**config.mk**
```make
export PLATFORM = sky130hd
export DESIGN_NAME = ctl3w_regs
export DESIGN_NICKNAME = d
export VERILOG_FILES = /design/src/rtl/ctl3w_regs.sv
export SDC_FILE = /design/constraint.sdc
export NUM_CORES = 1
export LEC_CHECK = 0
export ABC_AREA = 0
export CORE_MARGIN = 2
export CORE_UTILIZATION = 55
export DETAILED_ROUTE_END_ITERATION = 8
export PLACE_DENSITY = 0.92
export SYNTH_ARGS = -nofsm -noshare
export SYNTH_HDL_FRONTEND = slang
export SYNTH_SLANG_ARGS = --single-unit
export TNS_END_PERCENT = 10
```
**constraint.sdc**
```tcl
create_clock -name clk -period 4.1 [get_ports clk]
set_input_delay 0.41 -clock clk [delete_from_list [all_inputs] [get_ports clk]]
set_output_delay 0.41 -clock clk [all_outputs]
set_load 0.02 [all_outputs]
```
**src/rtl/ctl3w_regs.sv**
```systemverilog
module ctl3w_regs #(
  parameter int FRAME_W       = 16,
  parameter int ADDR_W        = 4,
  parameter int DATA_W        = 9,
  parameter int ATT_W         = 8,
  parameter int NUM_PAIRS     = 3,
  parameter int SYNC_STAGES   = 2,
  parameter int CTRL_ADDR     = 2,
  parameter int FMT_ADDR      = 3,
  parameter int MASTER_ADDR   = 8,
  parameter logic [3:0] ROUTE_RST = 4'b1001
) (
  input  logic                       clk,
  input  logic                       rst_n,
  input  logic                       ctl_clk,
  input  logic                       ctl_dat,
  input  logic                       ctl_lat,
  output logic [2*NUM_PAIRS*ATT_W-1:0] att_code,
  output logic                       mute,
  output logic                       deemph,
  output logic                       op_disable,
  output logic [1:0]                 word_len,
  output logic [3:0]                 route,
  output logic                       fmt_sel,
  output logic                       lr_pol,
  output logic [1:0]                 rate_grp,
  output logic                       zero_det_en
);
  localparam int NUM_CH   = 2 * NUM_PAIRS;
  localparam int SHIFT_W  = ADDR_W + DATA_W;
  localparam int CNT_W    = $clog2(FRAME_W + 1);
  localparam int LOAD_BIT = DATA_W - 1;
  localparam int TOP      = SYNC_STAGES - 1;

  function automatic logic [ADDR_W-1:0] ch_addr(input int c);
    int p;
    int s;
    p = c / 2;
    s = c % 2;
    return ADDR_W'((p == 0) ? s : 2 + 2 * p + s);
  endfunction

  logic [SYNC_STAGES-1:0] clk_s, dat_s, lat_s;
  logic                   clk_q, lat_q;
  logic                   clk_rise, lat_rise;
  logic [SHIFT_W-1:0]     shreg;
  logic [CNT_W-1:0]       bit_cnt;
  logic                   commit;
  logic [ADDR_W-1:0]      f_addr;
  logic [DATA_W-1:0]      f_data;
  logic                   f_load;
  logic                   link;
  logic [ATT_W-1:0]       act [NUM_CH];

  always_ff @(posedge clk or negedge rst_n) begin
    if (!rst_n) begin
      clk_s <= '0;
      dat_s <= '0;
      lat_s <= '0;
      clk_q <= 1'b0;
      lat_q <= 1'b0;
    end else begin
      clk_s <= {clk_s[SYNC_STAGES-2:0], ctl_clk};
      dat_s <= {dat_s[SYNC_STAGES-2:0], ctl_dat};
      lat_s <= {lat_s[SYNC_STAGES-2:0], ctl_lat};
      clk_q <= clk_s[TOP];
      lat_q <= lat_s[TOP];
    end
  end

  assign clk_rise = clk_s[TOP] & ~clk_q;
  assign lat_rise = lat_s[TOP] & ~lat_q;

  always_ff @(posedge clk or negedge rst_n) begin
    if (!rst_n) begin
      shreg   <= '0;
      bit_cnt <= '0;
    end else begin
      if (clk_rise)
        shreg <= {shreg[SHIFT_W-2:0], dat_s[TOP]};
      if (lat_rise)
        bit_cnt <= '0;
      else if (clk_rise && bit_cnt != CNT_W'(FRAME_W))
        bit_cnt <= bit_cnt + 1'b1;
    end
  end

  assign commit = lat_rise && (bit_cnt == CNT_W'(FRAME_W));
  assign f_addr = shreg[SHIFT_W-1 -: ADDR_W];
  assign f_data = shreg[DATA_W-1:0];
  assign f_load = f_data[LOAD_BIT];

  always_ff @(posedge clk or negedge rst_n) begin
    if (!rst_n) begin
      for (int c = 0; c < NUM_CH; c++) act[c] <= '1;
      {route, word_len, op_disable, deemph, mute} <= {ROUTE_RST, 5'b0};
      fmt_sel     <= 1'b0;
      lr_pol      <= 1'b0;
      link        <= 1'b0;
      rate_grp    <= 2'b0;
      zero_det_en <= 1'b0;
    end else if (commit) begin
      for (int c = 0; c < NUM_CH; c++)
        if (f_load && (f_addr == ch_addr(c) || f_addr == ADDR_W'(MASTER_ADDR)))
          act[c] <= f_data[ATT_W-1:0];
      if (f_addr == ADDR_W'(CTRL_ADDR))
        {route, word_len, op_disable, deemph, mute} <= f_data;
      if (f_addr == ADDR_W'(FMT_ADDR)) begin
        fmt_sel     <= f_data[0];
        lr_pol      <= f_data[1];
        link        <= f_data[2];
        rate_grp    <= f_data[7:6];
        zero_det_en <= f_data[8];
      end
    end
  end

  for (genvar c = 0; c < NUM_CH; c++) begin : g_ch
    if (c % 2 == 1) begin : g_right
      assign att_code[c*ATT_W +: ATT_W] = link ? act[c-1] : act[c];
    end else begin : g_left
      assign att_code[c*ATT_W +: ATT_W] = act[c];
    end
  end
endmodule

```
# Yosys cells after proc, flatten, opt, wreduce, memory -nomap -nowiden
# Cells that the tools add are included.
# W data, S select, Z words.
classes:
  n_addsub: 1
  n_eq_ne: 10
  n_mux: 5
  bitwise: 4
  n_reduce_logical: 24
ops:
  columns: ["cell", "n"]
  rows:
  - ["$mux W8", 3]
  - ["$eq A4 B3 Y1 const B", 4]
  - ["$reduce_and A2 Y1", 8]
  - ["$mux W5", 2]
  - ["$eq A4 B2 Y1 const B", 2]
  - ["$logic_and A1 B1 Y1", 8]
  - ["$logic_or A1 B1 Y1", 6]
  - ["$add A5 B1 Y5 const B", 1]
  - ["$eq A5 B5 Y1 const B", 1]
  - ["$ne A5 B5 Y1 const B", 1]
  - ["$eq A4 B1 Y1 const B", 1]
  - ["$eq A4 B4 Y1 const B", 1]
  - ["$logic_not A4 Y1", 1]
  - ["$and A1 B1 Y1", 2]
  - ["$not A1 Y1", 2]
  - ["$reduce_bool A2 Y1", 1]
word_totals:
  regBits: 89
  input_bits: 5
  output_inout_bits: 62
  word_cells: 67

# Depth between registers and ports, before layout
logic_depth:
  ltp_word: 5
  depth_mapped: 6
  ltp_nobuf: 5

# Worst setup path before layout
# OpenSTA, ideal clock, no wires.
synth_timing:
  kind: "register to output"
  startpoint: "register link"
  endpoint: "output port att_code[26]"
  t_arrival_ps: 1326
  t_required_ps: 3690
  setup_slack_ps: 2364
  stages_incl_launch_ff: 4
  n_path_buf: 2
  path_cell_list: "dfrtp_1 > clkbuf_1 > buf_1 > mux2_2"
synth_via:
  elab_chain_len: 1
synth_lines:
  columns: ["element", "line", "source"]
  rows:
  - ["from (decl)", "52", "logic link;"]
  - ["from (signal assigned)", "111", "link <= f_data[2];"]
  - ["$mux W8", "120", "assign att_code[c*ATT_W +: ATT_W] = link ? act[c-1] : act[c];"]
  - ["to (decl)", "18", "output logic [2*NUM_PAIRS*ATT_W-1:0] att_code,"]
# Every way passes these cells.

# Worst setup path in the final report
layout_timing:
  startpoint: "register link"
  endpoint: "output port att_code[28]"
# The elaborated chain is that of the path after synthesis.

==> flow_metrics.env <==
export IMPL_status="finished, final reports clean"
export IMPL_power_density_mw_per_mm2=351
export IMPL_fmax_ghz=0.360
export IMPL_synth_distinct_cells=35
export IMPL_gp_congestion=0.795
export IMPL_slowest_stage="dfrtp_1"
export IMPL_wl_um=7680
export IMPL_clk_pin_slew_ns=0.09
export IMPL_antenna_found_initial=0
export IMPL_synth_top_area_share_pct=32.0
export IMPL_port_buffers=66
export IMPL_syn_to_final_growth_pct=17.1
export IMPL_slew_headroom_pct=29.7
export IMPL_ctsResizeCount=0
export IMPL_syn_inst=306
export IMPL_drc_errors=0
export IMPL_min_path_type="in2async"
export IMPL_synth_area_per_cell_um2=13.4
export IMPL_ant_nets=0
export IMPL_drv_slew=0
export IMPL_grt_max_degree=90
export IMPL_hpwlAfterDp_um=5150
export IMPL_min_period_ns=2.78
export IMPL_crit_end="att_code[28]"
export IMPL_cp_depth=2
export IMPL_layout_common_cells="mux2_2 (87), clkdlybuf4s50_1 (65), dfstp_2 (50), nand2_1 (41), dfrtp_1 (39)"
export IMPL_cts_root_buffer_cell="clkbuf_8"
export IMPL_multi_input_area_mm2=0.00152
export IMPL_critical_path_cell_chain="mux2_2 > clkdlybuf4s50_1"
export IMPL_cts_buffer_depth=2
export IMPL_ys_seq_area_share_pct=55.8
export IMPL_p_leak_nw=2.15
export IMPL_period_share_pct=67.8
export IMPL_rr_endpoint="att_code[3]"
export IMPL_grt_overflow_total=0
export IMPL_worstSetupStartpoint="link"
export IMPL_drv_cap=0
export IMPL_start_util_pct=56.5
export IMPL_final_common_cell="mux2_2"
export IMPL_critPathKind="reg2out"
export IMPL_yosys_area_top_type="dfstp_2"
export IMPL_cts_setup_buffers=0
export IMPL_rsz0062_at_grt="false"
export IMPL_fin_ws_ns=1.32
export IMPL_holdBufCountCts=0
export IMPL_viasPerCell=5.36
export IMPL_num_vias=2373
export IMPL_nNetsFinal=346
export IMPL_synthTopCellsByArea="dfstp_2 (32%), mux2_2 (24%), dfrtp_1 (24%)"
export IMPL_regToRegStartpoint="bit_cnt[0]"
export IMPL_critical_path_arrival_ns=2.37
export IMPL_rr_worst_depth=5
export IMPL_path_buf_inv=1
export IMPL_regToRegSetupSlack_ns=2.17
export IMPL_ys_seq_elements=89
export IMPL_grt_pass1_vias=2600
export IMPL_cts_buffers=9
export IMPL_wire_per_inst_um=17.3
export IMPL_critical_path_top_delay_family="flip-flops"
export IMPL_synth_net_count=313
export IMPL_vdd_ir_drop_max_mv=0.240
export IMPL_num_antenna_cells=0
export IMPL_skew_ns=0.0126
export IMPL_syn_area_mm2=0.00410
export IMPL_required_ns=3.69
export IMPL_max_stage_delay_ns=1.00
export IMPL_setup_tns_ns=0
export IMPL_pin_count=67
export IMPL_hold_violations=0
export IMPL_cp_start_kind="flip-flop"
export IMPL_grt_pass1_wl_um=12900
export IMPL_end_kind="output port"
export IMPL_nFillCells=543
export IMPL_place_ws_ns=1.64
export IMPL_clock_latency_ns=0.36
export IMPL_die_x_um=90.4
export IMPL_coreArea_mm2=0.00725
export IMPL_htree_num_levels=3
export IMPL_drt_initial_drc_count=143
export IMPL_dieArea_mm2=0.00816
export IMPL_ys_warn_count=0
export IMPL_clock_sink_count=89
export IMPL_worst_pin_slew_ns=1.06
export IMPL_grt_usage_pct=20.2
export IMPL_drtPass1Iterations=4
export IMPL_worstPathMaxFanout=25
export IMPL_drive_gt1_share_pct=48.0
export IMPL_die_height_um=90.4
export IMPL_cts_tree="built"
export IMPL_rows=31
export IMPL_seqCellArea_mm2=0.00229
export IMPL_setup_viol=0
flip-flops by register name, summed over array words and instances, names as in the netlist, 2 cells and up:
signal and cells:
dat_s 2, route 4, bit_cnt 5, lat_s 2, shreg 13, rate_grp 2, att_code 24, act 24
word_len 2, clk_s 2
area by class of cell:
cell class	count	share of cell area (%)
multi-input combinational	170	31.6
inverter	3	0.235
timing repair buffer	66	13.7
tap	99	2.58
clock buffer	9	2.58
sequential	89	47.7
clock inverter	7	1.59
report_power, final:
group	internal (W)	switching, W
combinational	0.0000354	0.0000547
clock	0.000289	0.000319
sequential	0.000911	0.0000779
cell usage after synthesis:
library cell and instances:
clkbuf_1 12, and3b_1 2, or3_1 1, buf_4 27, xor2_1 2, o21ai_0 5
nand2b_1 1, a21oi_1 5, o2111ai_4 1, nor2b_1 4, nor4b_2 1, o211a_1 1
nand4_1 1, buf_1 2, nor2_1 1, inv_1 3, buf_2 1, nand2_1 41
ha_1 2, and4bb_4 1, or4b_1 1, nand3b_1 2, buf_6 2, dfrtp_1 39
o211ai_2 1, nand4b_4 1, nor4bb_1 1, and4b_1 1, and4b_2 1, or3_2 2
mux2_2 87, nor3b_1 1, nor3b_4 1, dfstp_2 50, nand4_2 2
worst min path at each step:
stage | to | startpoint
floorplan | bit_cnt[0] | rst_n
global placement | dat_s[1] | dat_s[0]
detailed placement | clk_s[1] | clk_s[0]
CTS | route[1] | rst_n
global route | clk_s[0] | rst_n
finish | clk_s[1] | rst_n
through the flow:
| step | power (W) | util [%] | hold WS, ns | instances | area, um2 |
|---|---|---|---|---|---|
| 2_1_floorplan | 0.00105 | - | 0.114 | 306 | 4100 |
| 3_3_place_gp | 0.00108 | 63.4 | 0.337 | 427 | 4600 |
| 3_5_place_dp | 0.00109 | 63.4 | 0.336 | 427 | 4600 |
| 4_1_cts | 0.00170 | 66.2 | 0.263 | 443 | 4800 |
| 5_1_grt | 0.00177 | 66.2 | 0.311 | 443 | 4800 |
| 6_report | 0.00169 | 66.2 | 0.235 | 443 | 4800 |
cell families (layout without fill, tap and decap cells):
family | after synthesis | in the layout | share of synthesized area (%)
AO/OA/AOI/OAI | 13 | 13 | 2.41
XOR/XNOR | 2 | 2 | 0.427
AND/OR/NAND/NOR | 66 | 66 | 9.67
flip-flops | 89 | 89 | 55.8
multiplexers | 87 | 87 | 23.9
adder cells (fa/ha/maj) | 2 | 2 | 0.610
buffers and inverters | 47 | 85 | 7.17
layer usage:
| metal | up-vias | track usage (%) | routed length [um] |
|---|---|---|---|
| met4 | 0 | 8.46 | 176 |
| met1 | 1192 | 25.1 | 3380 |
| li1 | 1091 | - | - |
| met5 | - | 0 | 0 |
| met3 | 20 | 5.51 | 352 |
| met2 | 70 | 33.6 | 3760 |
No activity file was read; power rests on OpenSTA's default activity.
